File: src/rtl/intr_seq_pkg.sv
package intr_seq_pkg;
  typedef enum logic [2:0] {
    ST_IDLE = 3'd0,
    ST_PUSH = 3'd1,
    ST_VEC  = 3'd2,
    ST_POP  = 3'd3,
    ST_FIN  = 3'd4
  } seq_state_t;

  localparam int PUSH_BYTES = 6;
  localparam int VEC_BYTES  = 4;
  localparam int POP_BYTES  = 6;
endpackage

File: src/rtl/intr_seq_phys.sv
module intr_seq_phys #(
  parameter int SEG_W  = 16,
  parameter int ADDR_W = 20,
  parameter int SHIFT  = 4
) (
  input  logic [SEG_W-1:0]  seg_i,
  input  logic [SEG_W-1:0]  off_i,
  output logic [ADDR_W-1:0] phys_o
);
  always_comb begin
    phys_o = (ADDR_W'(seg_i) << SHIFT) + ADDR_W'(off_i);
  end
endmodule

File: src/rtl/intr_seq_lane.sv
module intr_seq_lane #(
  parameter int BYTE_W = 8,
  parameter int WORD_W = 2 * BYTE_W,
  parameter int STEP_W = 3
) (
  input  logic [STEP_W-1:0] step_i,
  input  logic [WORD_W-1:0] flags_i,
  input  logic [WORD_W-1:0] cs_i,
  input  logic [WORD_W-1:0] ip_i,
  output logic [BYTE_W-1:0] byte_o
);
  always_comb begin
    unique case (step_i)
      STEP_W'(0): byte_o = flags_i[BYTE_W +: BYTE_W];
      STEP_W'(1): byte_o = flags_i[0 +: BYTE_W];
      STEP_W'(2): byte_o = cs_i[BYTE_W +: BYTE_W];
      STEP_W'(3): byte_o = cs_i[0 +: BYTE_W];
      STEP_W'(4): byte_o = ip_i[BYTE_W +: BYTE_W];
      default:    byte_o = ip_i[0 +: BYTE_W];
    endcase
  end
endmodule

File: src/rtl/intr_seq_gather.sv
module intr_seq_gather #(
  parameter int SLOTS  = 6,
  parameter int BYTE_W = 8,
  parameter int IDX_W  = 3
) (
  input  logic                         clk,
  input  logic                         rst,
  input  logic                         we_i,
  input  logic [IDX_W-1:0]             idx_i,
  input  logic [BYTE_W-1:0]            d_i,
  output logic [SLOTS-1:0][BYTE_W-1:0] slots_o
);
  for (genvar g = 0; g < SLOTS; g++) begin : g_slot
    always_ff @(posedge clk) begin
      if (rst) begin
        slots_o[g] <= '0;
      end else if (we_i && (idx_i == IDX_W'(g))) begin
        slots_o[g] <= d_i;
      end
    end
  end
endmodule

File: src/rtl/intr_seq.sv
module intr_seq #(
  parameter int BYTE_W    = 8,
  parameter int WORD_W    = 16,
  parameter int ADDR_W    = 20,
  parameter int VEC_W     = 8,
  parameter int SEG_SHIFT = 4,
  parameter int IF_BIT    = 9,
  parameter int TF_BIT    = 8
) (
  input  logic              clk,
  input  logic              rst,
  input  logic              start_i,
  input  logic [VEC_W-1:0]  vec_i,
  input  logic              iret_i,
  input  logic [WORD_W-1:0] cur_ip_i,
  input  logic [WORD_W-1:0] cur_cs_i,
  input  logic [WORD_W-1:0] cur_flags_i,
  input  logic [WORD_W-1:0] cur_sp_i,
  input  logic [WORD_W-1:0] cur_ss_i,
  output logic [WORD_W-1:0] new_ip_o,
  output logic [WORD_W-1:0] new_cs_o,
  output logic [WORD_W-1:0] new_flags_o,
  output logic [WORD_W-1:0] new_sp_o,
  output logic              done_o,
  output logic              mem_req_o,
  output logic              mem_we_o,
  output logic [ADDR_W-1:0] mem_addr_o,
  output logic [BYTE_W-1:0] mem_wdata_o,
  input  logic [BYTE_W-1:0] mem_rdata_i,
  input  logic              mem_rdy_i
);
  import intr_seq_pkg::*;

  localparam int STEP_W    = 3;
  localparam int SLOTS     = POP_BYTES;
  localparam int VEC_SHIFT = $clog2(VEC_BYTES);
  localparam logic [WORD_W-1:0] CLR_MASK =
    ~((WORD_W'(1) << IF_BIT) | (WORD_W'(1) << TF_BIT));

  seq_state_t state_q;
  logic [STEP_W-1:0] step_q;
  logic              entry_q;
  logic              busy_q;
  logic [WORD_W-1:0] sv_ip_q, sv_cs_q, sv_flags_q, ss_q, sp_w_q;
  logic [VEC_W-1:0]  vec_q;

  logic [WORD_W-1:0] stack_off;
  logic [ADDR_W-1:0] stack_addr;
  logic [ADDR_W-1:0] vec_addr;
  logic [BYTE_W-1:0] push_byte;
  logic              xfer;
  logic              last_step;
  logic              gath_we;
  logic [SLOTS-1:0][BYTE_W-1:0] gath;

  assign busy_q = (state_q != ST_IDLE);
  assign xfer   = mem_req_o && mem_rdy_i;

  always_comb begin
    unique case (state_q)
      ST_PUSH: last_step = (step_q == STEP_W'(PUSH_BYTES - 1));
      ST_VEC:  last_step = (step_q == STEP_W'(VEC_BYTES - 1));
      ST_POP:  last_step = (step_q == STEP_W'(POP_BYTES - 1));
      default: last_step = 1'b0;
    endcase
  end

  assign stack_off = (state_q == ST_POP) ? sp_w_q : (sp_w_q - WORD_W'(1));

  intr_seq_phys #(
    .SEG_W (WORD_W),
    .ADDR_W(ADDR_W),
    .SHIFT (SEG_SHIFT)
  ) u_phys (
    .seg_i (ss_q),
    .off_i (stack_off),
    .phys_o(stack_addr)
  );

  assign vec_addr = (ADDR_W'(vec_q) << VEC_SHIFT) + ADDR_W'(step_q);

  intr_seq_lane #(
    .BYTE_W(BYTE_W),
    .WORD_W(WORD_W),
    .STEP_W(STEP_W)
  ) u_lane (
    .step_i (step_q),
    .flags_i(sv_flags_q),
    .cs_i   (sv_cs_q),
    .ip_i   (sv_ip_q),
    .byte_o (push_byte)
  );

  assign gath_we = xfer && ((state_q == ST_VEC) || (state_q == ST_POP));

  intr_seq_gather #(
    .SLOTS (SLOTS),
    .BYTE_W(BYTE_W),
    .IDX_W (STEP_W)
  ) u_gather (
    .clk    (clk),
    .rst    (rst),
    .we_i   (gath_we),
    .idx_i  (step_q),
    .d_i    (mem_rdata_i),
    .slots_o(gath)
  );

  always_comb begin
    mem_req_o   = (state_q == ST_PUSH) || (state_q == ST_VEC) || (state_q == ST_POP);
    mem_we_o    = (state_q == ST_PUSH);
    mem_addr_o  = (state_q == ST_VEC) ? vec_addr : stack_addr;
    mem_wdata_o = (state_q == ST_PUSH) ? push_byte : '0;
  end

  always_ff @(posedge clk) begin
    if (rst) begin
      state_q     <= ST_IDLE;
      step_q      <= '0;
      entry_q     <= 1'b0;
      sv_ip_q     <= '0;
      sv_cs_q     <= '0;
      sv_flags_q  <= '0;
      ss_q        <= '0;
      sp_w_q      <= '0;
      vec_q       <= '0;
      new_ip_o    <= '0;
      new_cs_o    <= '0;
      new_flags_o <= '0;
      new_sp_o    <= '0;
      done_o      <= 1'b0;
    end else begin
      done_o <= 1'b0;
      unique case (state_q)
        ST_IDLE: begin
          step_q <= '0;
          if (start_i) begin
            sv_ip_q    <= cur_ip_i;
            sv_cs_q    <= cur_cs_i;
            sv_flags_q <= cur_flags_i;
            ss_q       <= cur_ss_i;
            sp_w_q     <= cur_sp_i;
            vec_q      <= vec_i;
            entry_q    <= 1'b1;
            state_q    <= ST_PUSH;
          end else if (iret_i) begin
            ss_q    <= cur_ss_i;
            sp_w_q  <= cur_sp_i;
            entry_q <= 1'b0;
            state_q <= ST_POP;
          end
        end
        ST_PUSH: begin
          if (xfer) begin
            sp_w_q <= sp_w_q - WORD_W'(1);
            step_q <= last_step ? '0 : step_q + STEP_W'(1);
            if (last_step) state_q <= ST_VEC;
          end
        end
        ST_VEC: begin
          if (xfer) begin
            step_q <= last_step ? '0 : step_q + STEP_W'(1);
            if (last_step) state_q <= ST_FIN;
          end
        end
        ST_POP: begin
          if (xfer) begin
            sp_w_q <= sp_w_q + WORD_W'(1);
            step_q <= last_step ? '0 : step_q + STEP_W'(1);
            if (last_step) state_q <= ST_FIN;
          end
        end
        ST_FIN: begin
          new_ip_o <= {gath[1], gath[0]};
          new_cs_o <= {gath[3], gath[2]};
          new_sp_o <= sp_w_q;
          if (entry_q) new_flags_o <= sv_flags_q & CLR_MASK;
          else         new_flags_o <= {gath[5], gath[4]};
          done_o  <= 1'b1;
          state_q <= ST_IDLE;
        end
        default: state_q <= ST_IDLE;
      endcase
    end
  end
endmodule

File: config.mk
export PLATFORM = sky130hd
export DESIGN_NAME = intr_seq
export DESIGN_NICKNAME = d
export VERILOG_FILES = /design/src/rtl/intr_seq_pkg.sv /design/src/rtl/intr_seq_phys.sv /design/src/rtl/intr_seq_lane.sv /design/src/rtl/intr_seq_gather.sv /design/src/rtl/intr_seq.sv
export SDC_FILE = /design/constraint.sdc
export NUM_CORES = 1
export LEC_CHECK = 0
export BUFFER_PORTS_ARGS = -buffer_cell sky130_fd_sc_hd__buf_2
export CAP_MARGIN = 30
export CORE_MARGIN = 2
export CORE_UTILIZATION = 45
export DETAILED_ROUTE_END_ITERATION = 12
export PLACE_DENSITY = 0.69
export SETUP_SLACK_MARGIN = 0.05
export SLEW_MARGIN = 15
export SYNTH_ARGS = -nofsm -noshare
export SYNTH_HDL_FRONTEND = slang
export SYNTH_SLANG_ARGS = --single-unit
File: constraint.sdc
create_clock -name clk -period 9.73 [get_ports clk]
set_input_delay 0 -clock clk [delete_from_list [all_inputs] [get_ports clk]]
set_output_delay 0 -clock clk [all_outputs]
set_load 0.01 [all_outputs]
==> flow_summary_export.csv, run 1 <==
group,metric,value,unit
worst_setup_path,slowest_stage,"nor2b_1",
routing,first_iter_violations,633,
place,hpwl,19100,µm
worst_setup_path,worstSetupEndpointType,"primary output",
yosys,synth_async_sr_flop_share,0,%
run,maxCapViolations,0,
yosys,netlist_top_cells_area,"dfxtp_1 43%, nand2_1 12%, a21oi_1 9.4%",
worst_setup_path,crit_family,"simple AND/OR/NAND/NOR gates",
die,initial_utilization,46.0,%
pwr,p_leak,5.11,nW
yosys,post_synth_instance_area,9710,µm²
pwr,power_per_cell_area,289,nW/µm²
sta,final_number_of_setup_violating_endpoints,0,
cells_and_area,finalNetCount,1615,
min_path,hp-start,"mem_rdy_i",
sta,grt_setup_unrepaired,"false",
yosys,synth_enable_flop_cells,0,
min_path,hold_end,"u_gather.slots_o[31]$_SDFFE_PP0P_",
cells_and_area,postLayoutCoreUtil,59.7,%
yosys,mappedNetlistNets,1368,
pwr,worst_ir_drop_vdd,0.151,mV
worst_setup_path,reg2reg_setup_slack,6.27,ns
clock_network,worst_skew_pair.late_latency,0.53,ns
sta,final-hold-violation-count,0,
worst_setup_path,critPathKind,"register to primary output",
worst_setup_path,crit_path_start_kind,"register",
sta,slew_viol_final,0,
global_route,grt_util_met1,32.1,%
min_path,number_of_cells_traversed_by_the_worst_hold_path,4,
routing,detailroute.via_count,9649,
clock_network,clock_tree.buffer_depth,3,
clock_network,hold_buffers,110,
yosys,synthDominantAreaCellType,"dfxtp_1",
clock_network,cts_made_buffers,23,
worst_setup_path,worstPathArrival,5.18,ns
routing,average_routed_wire_per_standard_cell,16.7,µm
place,placement.cell_area,10800,µm²
clock_network,number_of_cells_upsized_or_downsized_after_cts,0,
yosys,yosys.cell_types.count,62,
yosys,yosysSeqAreaShare,42.9,%
clock_network,post-cts-setup-buffers,0,
global_route,grt_util_met2,46.0,%
sta,post-route-min-period,5.18,ns
place,finalWeightedCongestion,0.874,
worst_setup_path,critPathMaxStageDelay,0.74,ns
clock_network,cts-root-buf,"clkbuf_16",
cells_and_area,stdcell_area,12600,µm²
yosys,synth-main-ff-cell,"dfxtp_1",
die,chipHeight,151,µm
sta,final_min_period_over_clock_period,53.2,%
die,core-area,21100,µm²
worst_setup_path,reg2reg_depth,7,
global_route,initial_antenna_violation_count,0,
yosys,synth_largest_type_area_fraction,42.9,%
sta,fmaxAchievable,193,MHz
cells_and_area,diodes,0,
routing,first_pass_iters,5,
worst_setup_path,critPathRequiredTime,9.73,ns
cells_and_area,syn_to_final_growth,29.8,%
sta,worst_pin_slew,0.967,ns
global_route,grt_remaining_overflow,0,
routing,drc_errors,0,
die,io-pin-count,196,
yosys,yosysMostFrequentCell,"nand2_1",
place,port-buffer-count,195,
yosys,syn_avg_cell_area,7.82,µm²
min_path,timing.hold.worst.class,"input port to register",
worst_setup_path,crit_path_max_fanout,18,
sta,tns,0,ns
global_route,global_route.usage.met3,4.16,%
sta,slew_headroom,35.3,%
worst_setup_path,critical_path.reg2reg.startpoint,"state_q[0]$_SDFFE_PP0P_",
clock_network,clkSlewWorstSetupHoldPaths,0.06,ns
sta,hold-worst-slack,0.103,ns
global_route,wire_length_of_the_first_global_routing_pass,47300,µm
clock_network,tritoncts_clock_tree,"built",
yosys,netlist_instances,1242,
run_status,outcome,"finished, final reports clean",
worst_setup_path,critical_path.reg2reg.endpoint,"sp_w_q[5]$_SDFFE_PP0P_",
yosys,total_of_flip_flops_plus_latches_after_synthesis,208,
worst_setup_path,cp_num_buf_inv,2,
global_route,most_utilized_layer_in_the_global_route_result,"met2",
yosys,synth_common_cells,"298 x nand2_1, 208 x dfxtp_1, 182 x a21oi_1",
global_route,global_route.usage.total,25.8,%
cells_and_area,drive_above_1_share,16.7,%
worst_setup_path,cp_cell_sequence,"nor2b_1 -> nand2_1 -> clkinv_1 -> nor3_1 -> xnor2_1 -> ha_1 -> a21oi_1 -> o21ai_0 -> or4_1 -> o211ai_1 -> xor2_1 -> nor2_1 -> buf_2",
die,std_cell_rows,53,
die,die-area,22800,µm²
routing,avgViaCountPerCell,5.42,
clock_network,cts_num_sinks,208,
routing,drt-total-wl,29800,µm
sta,finalClockSkew,0.0171,ns
yosys,yosys_warnings,0,
global_route,grt_pass1_vias,9475,
die,die_width,151,µm
routing,final_antenna_net_count,0,
global_route,largest_net_degree_at_the_start_of_global_routing,88,
clock_network,ctsHtreeMaxLevel,1,
worst max path at each step:
| stage | from | end | slack [ns] | cells past startpoint |
|---|---|---|---|---|
| floorplan | sp_w_q[0]$_SDFFE_PP0P_ | mem_addr_o[16] | 6.19 | 14 |
| global placement | state_q[0]$_SDFFE_PP0P_ | mem_addr_o[19] | 5.38 | 13 |
| detailed placement | state_q[0]$_SDFFE_PP0P_ | mem_addr_o[19] | 5.17 | 13 |
| CTS | state_q[0]$_SDFFE_PP0P_ | mem_addr_o[19] | 4.62 | 13 |
| global route | state_q[0]$_SDFFE_PP0P_ | mem_addr_o[19] | 4.10 | 13 |
| finish | state_q[0]$_SDFFE_PP0P_ | mem_addr_o[19] | 4.55 | 13 |
metrics by stage:
| step | setup WS [ns] | power [W] | cells |
|---|---|---|---|
| floorplan | 6.19 | 0.00226 | 1242 |
| global placement | 5.38 | 0.00271 | 1627 |
| detailed placement | 5.17 | 0.00275 | 1628 |
| CTS | 4.62 | 0.00363 | 1779 |
| global route | 4.10 | 0.00390 | 1780 |
| finish | 4.55 | 0.00365 | 1780 |
power breakdown:
part           switching (W)  total (W)  leakage (nW)  internal (W)
logic               0.000997    0.00166          3.07      0.000663
clock network       0.000350   0.000829         0.345      0.000479
registers           0.000183    0.00116          1.69      0.000974
total                0.00153    0.00365          5.11       0.00212
registers in the layout (all words and copies together), names as in the netlist:
name              cells
done_o                1
entry_q               1
new_cs_o             16
new_flags_o          16
new_ip_o             16
new_sp_o             16
sp_w_q               16
ss_q                 16
state_q               3
step_q                3
sv_cs_q              16
sv_flags_q           16
sv_ip_q              16
u_gather.slots_o     48
vec_q                 8
logic make-up (layout without fill, tap and decap cells):
kind of cell               count (synthesis)  count (layout)  synth area share, %
muxes                                     55              55                 5.67
adders and majority gates                 25              25                 3.30
AOI/OAI and AO/OA                        309             309                 18.8
DFF                                      208             208                 42.9
buffers and inverters                    112             375                 4.48
xor gates and xnor gates                  33              33                 2.98
and+or+nand+nor                          500             500                 21.9
layer usage:
layer  wire (µm)  vias to the layer above
li1            -                     4749
met1       12500                     4516
met2       14700                      324
met3        1890                       60
met4         708                        0
met5           0                        -
layout by cell type, fill, tap and decap left out, drive strengths merged, types with 5 or more instances in the layout:
| master | instances |
|---|---|
| nand3 | 14 |
| a21oi | 182 |
| or4 | 7 |
| inv | 18 |
| nor2 | 103 |
| a22oi | 8 |
| a21o | 5 |
| clkbuf | 38 |
| dfxtp | 208 |
| o211ai | 9 |
| and3 | 11 |
| xor2 | 14 |
| o31ai | 7 |
| buf | 205 |
| nor3 | 19 |
| and2 | 7 |
| nand2 | 298 |
| or2 | 7 |
| dlygate4sd3 | 110 |
| nor2b | 6 |
| o21ai | 35 |
| nand4 | 7 |
| mux2i | 55 |
| xnor2 | 19 |
| a222oi | 8 |
| ha | 24 |
| a31oi | 8 |
| a211oi | 19 |
| nor4 | 6 |
cell type report:
| cell class | instances | area [µm²] |
|---|---|---|
| sequential | 208 | 4160 |
| timing repair buffer | 315 | 2180 |
| clock inverter | 3 | 32.5 |
| clock buffer | 38 | 682 |
| inverter | 19 | 71.3 |
| tap | 275 | 344 |
| multi-input combinational | 922 | 5120 |
| fill | 1892 | 8490 |
worst reg2reg max path: stages (launching register included):
cell	delay, ns
dfxtp_1	0.58
nor2b_1	0.74
nand2_1	0.61
clkinv_1	0.50
and2_1	0.19
o21ai_0	0.08
a21oi_1	0.16
dlygate4sd3_1	0.55
Note: power is estimated with default switching activity, not from simulation.
==> run 2, diff against run 1 <==
ABC_AREA = 1   (was not set)
clock period = 5.2 ns   (was 9.73 ns; I/O delays follow)
==> flow_summary_export.csv, run 2 <==
group,metric,value,unit
worst_setup_path,reg2reg_setup_slack,2.65,ns
routing,drt-total-wl,31100,µm
yosys,synth_largest_type_area_fraction,41.5,%
place,placement.cell_area,11100,µm²
routing,first_iter_violations,933,
pwr,worst_ir_drop_vdd,0.258,mV
worst_setup_path,worstSetupEndpointType,"primary output",
routing,avgViaCountPerCell,5.22,
worst_setup_path,reg2reg_depth,6,
cells_and_area,top_register,"u_gather.slots_o",
cells_and_area,stdcell_area,13100,µm²
place,hpwl,21300,µm
yosys,post_synth_instance_area,10000,µm²
sta,tns,0,ns
die,core-area,21800,µm²
yosys,yosysSeqAreaShare,41.5,%
worst_setup_path,worstPathArrival,3.54,ns
clock_network,cts_num_sinks,208,
global_route,wire_length_of_the_first_global_routing_pass,49700,µm
yosys,synth-main-ff-cell,"dfxtp_1",
sta,fmaxAchievable,283,MHz
place,port-buffer-count,195,
clock_network,cts-root-buf,"clkbuf_16",
sta,slew_viol_final,0,
sta,worst_pin_slew,0.875,ns
yosys,synth_async_sr_flop_share,0,%
yosys,yosys.cell_types.count,35,
worst_setup_path,crit_path_max_fanout,28,
die,io-pin-count,196,
min_path,timing.hold.worst.class,"input port to register",
clock_network,post-cts-setup-buffers,0,
cells_and_area,largest_register_ffs,48,
sta,grt_setup_unrepaired,"false",
clock_network,clkSlewWorstSetupHoldPaths,0.07,ns
routing,drc_errors,0,
die,initial_utilization,46.0,%
yosys,yosys_warnings,0,
pwr,power_per_cell_area,537,nW/µm²
clock_network,hold_buffers,114,
clock_network,number_of_cells_upsized_or_downsized_after_cts,0,
global_route,grt_remaining_overflow,0,
clock_network,tritoncts_clock_tree,"built",
pwr,p_leak,5.95,nW
clock_network,cts_made_buffers,22,
place,finalWeightedCongestion,0.884,
cells_and_area,syn_to_final_growth,30.4,%
sta,final_number_of_setup_violating_endpoints,0,
routing,detailroute.via_count,10700,
sta,slew_headroom,41.6,%
worst_setup_path,critPathRequiredTime,5.20,ns
cells_and_area,drive_above_1_share,15.2,%
run,maxCapViolations,0,
global_route,largest_net_degree_at_the_start_of_global_routing,97,
min_path,number_of_cells_traversed_by_the_worst_hold_path,2,
clock_network,clock_tree.buffer_depth,3,
global_route,grt_pass1_vias,9966,
yosys,netlist_top_cells_area,"dfxtp_1 41%, nor2_1 10%, o21ai_0 9.9%",
worst_setup_path,crit_path_start_kind,"register",
worst_setup_path,critPathKind,"register to primary output",
sta,finalClockSkew,0.0199,ns
yosys,yosysMostFrequentCell,"nor2_1",
yosys,syn_avg_cell_area,6.74,µm²
routing,average_routed_wire_per_standard_cell,15.1,µm
clock_network,ctsHtreeMaxLevel,1,
yosys,netlist_instances,1489,
routing,final_antenna_net_count,0,
die,std_cell_rows,54,
cells_and_area,instances_no_fill,2051,
yosys,synth_common_cells,"272 x nor2_1, 263 x nand2_1, 208 x dfxtp_1",
clock_network,worst_skew_pair.late_latency,0.52,ns
die,die_width,153,µm
run_status,outcome,"finished, final reports clean",
sta,final_min_period_over_clock_period,68.0,%
place,numPlacedInstances,1896,
routing,first_pass_iters,5,
yosys,mappedNetlistNets,1615,
global_route,global_route.usage.total,25.4,%
cells_and_area,mostFrequentLayoutCells,"272 x nor2_1, 263 x nand2_1, 208 x dfxtp_1, 199 x o21ai_0, 195 x buf_2",
yosys,total_of_flip_flops_plus_latches_after_synthesis,208,
die,chipHeight,153,µm
cells_and_area,finalNetCount,1880,
die,die-area,23500,µm²
yosys,synthDominantAreaCellType,"dfxtp_1",
global_route,initial_antenna_violation_count,2,
cells_and_area,postLayoutCoreUtil,59.9,%
yosys,synth_enable_flop_cells,0,
sta,post-route-min-period,3.54,ns
cells_and_area,layout_commonest_cell,"nor2_1",
sta,final-hold-violation-count,0,
==> run 2: worst paths after layout <==
kind                            from                   endpoint
min                              rst    state_q[0]$_SDFFE_PP0P_
max reg2reg  state_q[0]$_SDFFE_PP0P_  new_sp_o[10]$_SDFFE_PP0P_
min reg2reg  sv_ip_q[8]$_SDFFE_PP0P_    sv_ip_q[8]$_SDFFE_PP0P_
max          state_q[2]$_SDFFE_PP0P_              mem_addr_o[9]
==> run 2: final cells by class <==
type	instances	area, µm²
fill	2084	8740
antenna	2	5.00
multi-input combinational	1078	5060
clock inverter	11	210
timing repair buffer	315	2170
clock buffer	28	633
sequential	208	4160
tap	280	350
inverter	129	485
==> run 2: cell families after synthesis <==
| kind of cell | count (synthesis) | share of synthesized area [%] |
|---|---|---|
| AOI/OAI and AO/OA | 363 | 18.6 |
| xor gates and xnor gates | 8 | 0.698 |
| adders and majority gates | 25 | 3.19 |
| buffers and inverters | 203 | 8.03 |
| DFF | 208 | 41.5 |
| and+or+nand+nor | 682 | 28.0 |
==> run 2: critical path, cell delays in order (launching register included) <==
cell	delay, ns
dfxtp_1	0.41
inv_2	0.09
nand2_2	0.13
inv_2	0.08
nand2_2	0.36
inv_2	0.26
o21ai_0	0.40
ha_1	0.35
nand2_1	0.10
nand3b_1	0.10
nand3_1	0.12
or2_2	0.29
nand3_1	0.08
nand2_1	0.09
buf_2	0.15
==> run 2: per-stage QoR <==
stage	hold slack (ns)	power (W)	worst slack, ns
CTS	0.0725	0.00703	1.70
finish	0.0927	0.00703	1.66
floorplan	0.135	0.00419	2.78
global route	0.100	0.00753	1.41
detailed placement	0.234	0.00512	2.25
global placement	0.226	0.00507	2.34
==> run 2: routing by layer <==
| metal | track usage [%] | wire length [µm] | vias up |
|---|---|---|---|
| li1 | - | - | 5406 |
| met1 | 35.5 | 14500 | 4879 |
| met2 | 41.1 | 13900 | 386 |
| met3 | 4.05 | 2080 | 41 |
| met4 | 6.20 | 613 | 0 |
| met5 | 0 | 0 | - |
==> run 2: report_power, final <==
| group | internal [W] | total (W) | switching, W | leakage (nW) |
|---|---|---|---|---|
| Sequential | 0.00190 | 0.00216 | 0.000260 | 1.70 |
| Clock | 0.00111 | 0.00179 | 0.000673 | 0.408 |
| Combinational | 0.00105 | 0.00308 | 0.00203 | 3.84 |
